===== src/rtl/sr_seq_pkg.sv =====
package sr_seq_pkg;

    typedef enum logic [2:0] {
        ST_WAIT  = 3'd0,
        ST_ARMED = 3'd1,
        ST_MOT   = 3'd2,
        ST_ON    = 3'd3,
        ST_BLANK = 3'd4
    } sr_state_e;

    localparam int STATE_W = 3;

endpackage


===== src/rtl/sr_flag_sync.sv =====
module sr_flag_sync #(
    parameter int W      = 6,
    parameter int STAGES = 2
) (
    input  logic         clk,
    input  logic         rst,
    input  logic [W-1:0] async_in,
    output logic [W-1:0] sync_out
);

    logic [W-1:0] stg_d [STAGES];
    logic [W-1:0] stg_q [STAGES];

    always_comb begin
        stg_d[0] = async_in;
        for (int i = 1; i < STAGES; i++) begin
            stg_d[i] = stg_q[i-1];
        end
    end

    generate
        for (genvar g = 0; g < STAGES; g++) begin : g_stage
            always_ff @(posedge clk) begin
                if (rst) stg_q[g] <= '0;
                else     stg_q[g] <= stg_d[g];
            end
        end
    endgenerate

    assign sync_out = stg_q[STAGES-1];

endmodule


===== src/rtl/sr_down_timer.sv =====
module sr_down_timer #(
    parameter int CNT_W = 8
) (
    input  logic             clk,
    input  logic             rst,
    input  logic             load,
    input  logic [CNT_W-1:0] load_val,
    input  logic             dec,
    output logic             zero
);

    logic [CNT_W-1:0] cnt_d, cnt_q;

    always_comb begin
        cnt_d = cnt_q;
        if (load)                   cnt_d = load_val;
        else if (dec && cnt_q != 0) cnt_d = cnt_q - 1'b1;
    end

    always_ff @(posedge clk) begin
        if (rst) cnt_q <= '0;
        else     cnt_q <= cnt_d;
    end

    assign zero = (cnt_q == '0);


    load_hold_chk: assert property (@(posedge clk) disable iff (rst)
        load |=> (cnt_q == $past(load_val)));

endmodule


===== src/rtl/sr_chan_fsm.sv =====
module sr_chan_fsm
    import sr_seq_pkg::*;
#(
    parameter int CNT_W = 8
) (
    input  logic               clk,
    input  logic               rst,
    input  logic               on_s,
    input  logic               off_s,
    input  logic               rearm_s,
    input  logic [CNT_W-1:0]   min_on_cnt,
    input  logic [CNT_W-1:0]   blank_cnt,
    output logic               gate_en,
    output logic [STATE_W-1:0] state_code,
    output logic               early_off
);

    typedef struct packed {
        sr_state_e state;
        logic      gate;
        logic      early;
    } fsm_regs_t;

    fsm_regs_t        cur_q, nxt_d;
    logic             tmr_load;
    logic [CNT_W-1:0] tmr_val;
    logic             tmr_dec;
    logic             tmr_zero;

    always_comb begin
        nxt_d       = cur_q;
        nxt_d.early = 1'b0;
        tmr_load    = 1'b0;
        tmr_val     = min_on_cnt;
        tmr_dec     = 1'b0;
        unique case (cur_q.state)
            ST_WAIT: begin
                if (rearm_s) nxt_d.state = ST_ARMED;
            end
            ST_ARMED: begin
                if (on_s) begin
                    nxt_d.state = ST_MOT;
                    tmr_load    = 1'b1;
                    tmr_val     = min_on_cnt;
                end
            end
            ST_MOT: begin
                if (tmr_zero) begin
                    if (off_s) begin
                        nxt_d.state = ST_BLANK;
                        nxt_d.early = 1'b1;
                        tmr_load    = 1'b1;
                        tmr_val     = blank_cnt;
                    end else begin
                        nxt_d.state = ST_ON;
                    end
                end else begin
                    tmr_dec = 1'b1;
                end
            end
            ST_ON: begin
                if (off_s) begin
                    nxt_d.state = ST_BLANK;
                    tmr_load    = 1'b1;
                    tmr_val     = blank_cnt;
                end
            end
            ST_BLANK: begin
                if (rearm_s)       nxt_d.state = ST_ARMED;
                else if (tmr_zero) nxt_d.state = ST_WAIT;
                else               tmr_dec     = 1'b1;
            end
            default: nxt_d.state = ST_WAIT;
        endcase
        nxt_d.gate = (nxt_d.state == ST_MOT) || (nxt_d.state == ST_ON);
    end

    always_ff @(posedge clk) begin
        if (rst) begin
            cur_q.state <= ST_WAIT;
            cur_q.gate  <= 1'b0;
            cur_q.early <= 1'b0;
        end else begin
            cur_q <= nxt_d;
        end
    end

    sr_down_timer #(.CNT_W(CNT_W)) i_timer (
        .clk      (clk),
        .rst      (rst),
        .load     (tmr_load),
        .load_val (tmr_val),
        .dec      (tmr_dec),
        .zero     (tmr_zero)
    );

    assign gate_en    = cur_q.gate;
    assign state_code = cur_q.state;
    assign early_off  = cur_q.early;


    wait_lockout_chk: assert property (@(posedge clk) disable iff (rst)
        (cur_q.state == ST_WAIT) |=> (cur_q.state == ST_WAIT || cur_q.state == ST_ARMED));


    mot_hold_chk: assert property (@(posedge clk) disable iff (rst)
        (cur_q.state == ST_MOT && !tmr_zero) |=> (cur_q.state == ST_MOT));


    blank_gate_chk: assert property (@(posedge clk) disable iff (rst)
        (cur_q.state == ST_BLANK) |=> (cur_q.state != ST_MOT && !cur_q.gate));


    early_pulse_chk: assert property (@(posedge clk) disable iff (rst)
        cur_q.early |=> !cur_q.early);


    early_origin_chk: assert property (@(posedge clk) disable iff (rst)
        cur_q.early |-> (cur_q.state == ST_BLANK && $past(cur_q.state) == ST_MOT));


    gate_map_chk: assert property (@(posedge clk) disable iff (rst)
        cur_q.gate == (cur_q.state == ST_MOT || cur_q.state == ST_ON));

endmodule


===== src/rtl/sr_gate_seq.sv =====
module sr_gate_seq
    import sr_seq_pkg::*;
#(
    parameter int NUM_CH      = 2,
    parameter int CNT_W       = 8,
    parameter int SYNC_STAGES = 2
) (
    input  logic                      clk,
    input  logic                      rst,
    input  logic [NUM_CH-1:0]         turn_on_flag,
    input  logic [NUM_CH-1:0]         turn_off_flag,
    input  logic [NUM_CH-1:0]         rearm_flag,
    input  logic [CNT_W-1:0]          min_on_cnt,
    input  logic [CNT_W-1:0]          blank_cnt,
    output logic [NUM_CH-1:0]         gate_en,
    output logic [STATE_W*NUM_CH-1:0] chan_state,
    output logic [NUM_CH-1:0]         early_off
);

    localparam int FLAG_W = 3 * NUM_CH;

    logic [FLAG_W-1:0] flags_sync;
    logic [NUM_CH-1:0] on_s, off_s, rearm_s;

    sr_flag_sync #(.W(FLAG_W), .STAGES(SYNC_STAGES)) i_sync (
        .clk      (clk),
        .rst      (rst),
        .async_in ({rearm_flag, turn_off_flag, turn_on_flag}),
        .sync_out (flags_sync)
    );

    assign {rearm_s, off_s, on_s} = flags_sync;

    generate
        for (genvar c = 0; c < NUM_CH; c++) begin : g_chan
            sr_chan_fsm #(.CNT_W(CNT_W)) i_fsm (
                .clk        (clk),
                .rst        (rst),
                .on_s       (on_s[c]),
                .off_s      (off_s[c]),
                .rearm_s    (rearm_s[c]),
                .min_on_cnt (min_on_cnt),
                .blank_cnt  (blank_cnt),
                .gate_en    (gate_en[c]),
                .state_code (chan_state[STATE_W*c +: STATE_W]),
                .early_off  (early_off[c])
            );
        end
    endgenerate

endmodule


===== config.mk =====
export PLATFORM = sky130hd
export DESIGN_NAME = sr_gate_seq
export DESIGN_NICKNAME = d
export VERILOG_FILES = /design/src/rtl/sr_seq_pkg.sv /design/src/rtl/sr_flag_sync.sv /design/src/rtl/sr_down_timer.sv /design/src/rtl/sr_chan_fsm.sv /design/src/rtl/sr_gate_seq.sv
export SDC_FILE = /design/constraint.sdc
export NUM_CORES = 1
export LEC_CHECK = 0
export ABC_AREA = 1
export BUFFER_PORTS_ARGS = -buffer_cell sky130_fd_sc_hd__clkbuf_2
export CORE_ASPECT_RATIO = 0.75
export CORE_MARGIN = 1.5
export CORE_UTILIZATION = 35
export DETAILED_ROUTE_END_ITERATION = 10
export HOLD_SLACK_MARGIN = 0.06
export PLACE_DENSITY = 0.62
export REMOVE_ABC_BUFFERS = 1
export SLEW_MARGIN = 20
export SYNTH_ARGS = -nofsm -noshare
export SYNTH_HDL_FRONTEND = slang
export SYNTH_HIERARCHICAL = 1
export SYNTH_SLANG_ARGS = --single-unit

===== constraint.sdc =====
create_clock -name clk -period 2.45 [get_ports clk]
set_clock_uncertainty 0.05 [all_clocks]
set_input_delay 0.1225 -clock clk [delete_from_list [all_inputs] [get_ports clk]]
set_output_delay 0.1225 -clock clk [all_outputs]
set_load 0.01 [all_outputs]

==> out/qor.csv <==
stage;metric;value;unit
run_status;status;finished clean;
route;Total Wirelength;5.41;mm
finish;Layout fillers;670;
synthesis;sequential fraction of the synthesis area;0.320;
setup_path;worst path required time;2.61;ns
synthesis;Avg Cell Area, Syn;6.13;sq um
finish;synth-to-layout area growth;17.0;%
worst_hold_path;HP Class;in2reg;
route;Initial DRC Count;145;
synthesis;synth cell count leaders;nand2_1 (124), nor2_1 (63), inv_1 (56);
power_and_ir_drop;leak pwr;1.51;nW
setup_path;Crit. End Element;flip-flop;
finish;nets;460;
floorplan;I/O pin count;34;
route;Routed wire per std cell;10.5;um
route;first-pass iteration count of the detailed router;5;
power_and_ir_drop;power share of the clock group;0.364;
setup_path;Worst Setup Start Kind;flip-flop;
placement;post-DP HPWL;4.09;mm
finish;# diodes;0;
clocking;clock-pin slew on the worst setup and hold paths;0.08;ns
power_and_ir_drop;internal power;0.000927;W
setup_path;FF-to-FF End;g_chan[0].i_fsm/i_timer/cnt_q[4];
clocking;Post-CTS Setup Bufs;0;
placement;GPL Wtd Cong;0.896;
placement;post-placement setup slack;0.257;ns
floorplan;Die Y;74.4;um
floorplan;Core ar.;6440;sq um
route;drt drc;0;
power_and_ir_drop;Psw;0.000348;W
setup_path;Crit path largest cell delay;0.36;ns
floorplan;Die W;98.2;um
setup_path;worst path cell trace;nor2_2, nand2_2, nor2_1, inv_1, nand4_1, o21ai_0, nand2_4, nand2_4, clkinv_2, nand2_1, a21oi_1;
power_and_ir_drop;Peak supply drop;0.341;mV
sta;Worst-Margin Slew;0.743;ns
grt;grt ovf;0;
clocking;CTS buffer count;5;
sta;Final Hold Viols;0;
synthesis;main flop type after synthesis;dfxtp_1;
floorplan;DIE AREA;7310;sq um
clocking;CTS sink cnt;38;
job;Max Cap Violations;0;
sta;setup_tns;0;ns
synthesis;Post-Syn Area;2380;sq um
sta;Final setup viols;0;
sta;RSZ-0062 raised after global routing;no;
setup_path;Worst Setup SP;g_chan[0].i_fsm/i_timer/cnt_q[2];
sta;setup ws final;0.272;ns
worst_hold_path;Cells on Worst Hold Path;7;
route;post-DR vias/cell;4.61;
grt;vias in the first global route;2071;
setup_path;CP most frequent cell;nand2_4;
synthesis;Yosys cell types;24;
power_and_ir_drop;Comb pwr share;0.129;
setup_path;Setup CP Type;reg2reg;
setup_path;Arrival @ worst endpoint;2.34;ns
sta;Worst slew margin;0.505;
sta;Fin Hold WS;0.221;ns
floorplan;initial core utilization;0.369;
route;Vias;2371;
clocking;CTS tree;done;
clocking;clk_lat worst skew;0.29;ns
route;Post-DRT Antenna Nets;0;
synthesis;Yosys reg bits;38;
power_and_ir_drop;switch share;0.273;
synthesis;number of synthesized flops with an enable pin;0;
power_and_ir_drop;pwr dens;458;nW/um^2
clocking;CTS root buf;clkbuf_8;
sta;Final min period;2.18;ns
setup_path;Critical Path End;g_chan[0].i_fsm/i_timer/cnt_q[4];
synthesis;share of the synthesized area in the top cell type;0.320;
synthesis;synth warn;6;
placement;I/O Buffers;33;
synthesis;area leader, netlist;dfxtp_1;
synthesis;Synth area leaders;dfxtp_1 (32%), nand2_1 (20%), nor2_1 (9.9%);
floorplan;Cell Rows;25;
setup_path;worst r2r path cells;11;
sta;Slew Limit Fails;0;
grt;GR Util All Layers;0.153;
setup_path;Worst path slowest cell;dfxtp_1;
setup_path;R2R Path Start;g_chan[0].i_fsm/i_timer/cnt_q[2];
synthesis;Async S/R FF share, synth;0;
setup_path;reg2reg setup slack;0.27;ns
power_and_ir_drop;Seq pwr share;0.507;
clocking;Max Buffers Root-to-Sink;2;
finish;share of cells above drive strength 1;0.169;
clocking;htree depth;2;
grt;largest net degree at the start of global routing;31;
grt;initial antenna violation count;0;
setup_path;crit-path max FO;6;
sta;max frequency;0.459;GHz
grt;global-route wire length before repair;9.07;mm
sta;fin crit share;0.889;
synthesis;top-count cell post-synth;nand2_1;
synthesis;Post-Synthesis Cells;388;
[stage by stage]
step / util / std cells / power, W / instance area (sq um)
final: 0.432 / 514 / 0.00127 / 2790
after global routing: 0.432 / 514 / 0.00134 / 2790
after CTS: 0.432 / 514 / 0.00129 / 2780
after detailed placement: 0.408 / 500 / 0.000816 / 2630
after global placement: 0.408 / 500 / 0.000814 / 2630
after floorplan: - / 383 / 0.000758 / 2340
[cell usage in the layout (no fill, tap or decap)]
| master | n |
|---|---|
| nor2_1 | 62 |
| nor4_1 | 2 |
| nand3_1 | 39 |
| clkinv_2 | 5 |
| clkinvlp_4 | 1 |
| nand2_2 | 4 |
| clkbuf_8 | 6 |
| nor2_4 | 4 |
| inv_2 | 6 |
| a21oi_1 | 6 |
| buf_4 | 3 |
| xnor2_1 | 2 |
| nand4_1 | 8 |
| o21ai_0 | 8 |
| nand3b_4 | 2 |
| o21ai_1 | 2 |
| inv_1 | 56 |
| a21oi_4 | 2 |
| nor3_1 | 2 |
| o21bai_1 | 1 |
| nand2_1 | 124 |
| dfxtp_1 | 38 |
| nor2_2 | 3 |
| clkbuf_2 | 33 |
| nand2_4 | 4 |
| ha_1 | 4 |
| dlygate4sd3_1 | 6 |
[layer usage]
layer | wire, um | vias to the layer above | share of wire | global-route usage
met5 | 0 | - | 0 | 0
met4 | 34 | 0 | 0.0063 | 0.0282
met3 | 335 | 5 | 0.062 | 0.0338
met2 | 2230 | 57 | 0.41 | 0.246
met1 | 2810 | 1034 | 0.52 | 0.214
li1 | - | 1275 | - | -
[how the worst min path moves through the flow]
stage | to | from | slack, ns
floorplan | g_chan[0].i_fsm/state_code[2] | rst | 0.13
global placement | i_sync/stg_q[0][5] | rearm_flag[1] | 0.26
detailed placement | i_sync/stg_q[0][0] | turn_on_flag[0] | 0.27
CTS | g_chan[0].i_fsm/i_timer/cnt_q[6] | min_on_cnt[6] | 0.21
global route | g_chan[0].i_fsm/i_timer/cnt_q[0] | blank_cnt[0] | 0.23
finish | g_chan[1].i_fsm/i_timer/cnt_q[7] | min_on_cnt[7] | 0.22
[flip-flops by register name, indices dropped and copies added (netlist names)]
register and flops:
i_sync/stg_q 12, g_chan.i_fsm/gate_en 2, g_chan.i_fsm/state_code 6, g_chan.i_fsm/i_timer/cnt_q 16, g_chan.i_fsm/early_off 2
[power groups by stage]
| stage | Clock, W | Sequential, W | Combinational [W] |
|---|---|---|---|
| floorplan | 0 | 0.000659 | 0.0000992 |
| global placement | 0 | 0.000660 | 0.000153 |
| detailed placement | 0 | 0.000660 | 0.000156 |
| CTS | 0.000482 | 0.000646 | 0.000164 |
| global route | 0.000508 | 0.000648 | 0.000187 |
| finish | 0.000464 | 0.000646 | 0.000165 |
[timing repair]
action	4_1_cts	5_1_grt
endpoints found under the setup margin	0	3
hold endpoints to repair	6	0
gates resized for setup	0	1
hold buffers	6	0
[worst max-delay path, delay by kind of cell, from the launching register on]
kind                   cells  cell delay, ns
buffers and inverters      2            0.22
AO/OA/AOI/OAI              2            0.38
flip-flops                 1            0.36
AND/OR/NAND/NOR            7            1.09
[cell type report]
type                            count  area (sq um)  area share
Multi-Input combinational cell    279          1330       0.477
Sequential cell                    38           761       0.273
Inverter                           66           253      0.0907
Timing Repair Buffer               42           248      0.0889
Tap cell                           81           101      0.0364
Clock buffer                        6          82.6      0.0296
Clock inverter                      2          12.5     0.00449
[cell families after synthesis]
family	after synthesis	share of synthesized area
and+or+nand+nor	254	0.478
xor gates and xnor gates	2	0.00736
buffers and inverters	71	0.124
DFF	38	0.320
adders and majority gates	4	0.0210
AOI/OAI and AO/OA	19	0.0505
Note: power is estimated with default switching activity, not from simulation.
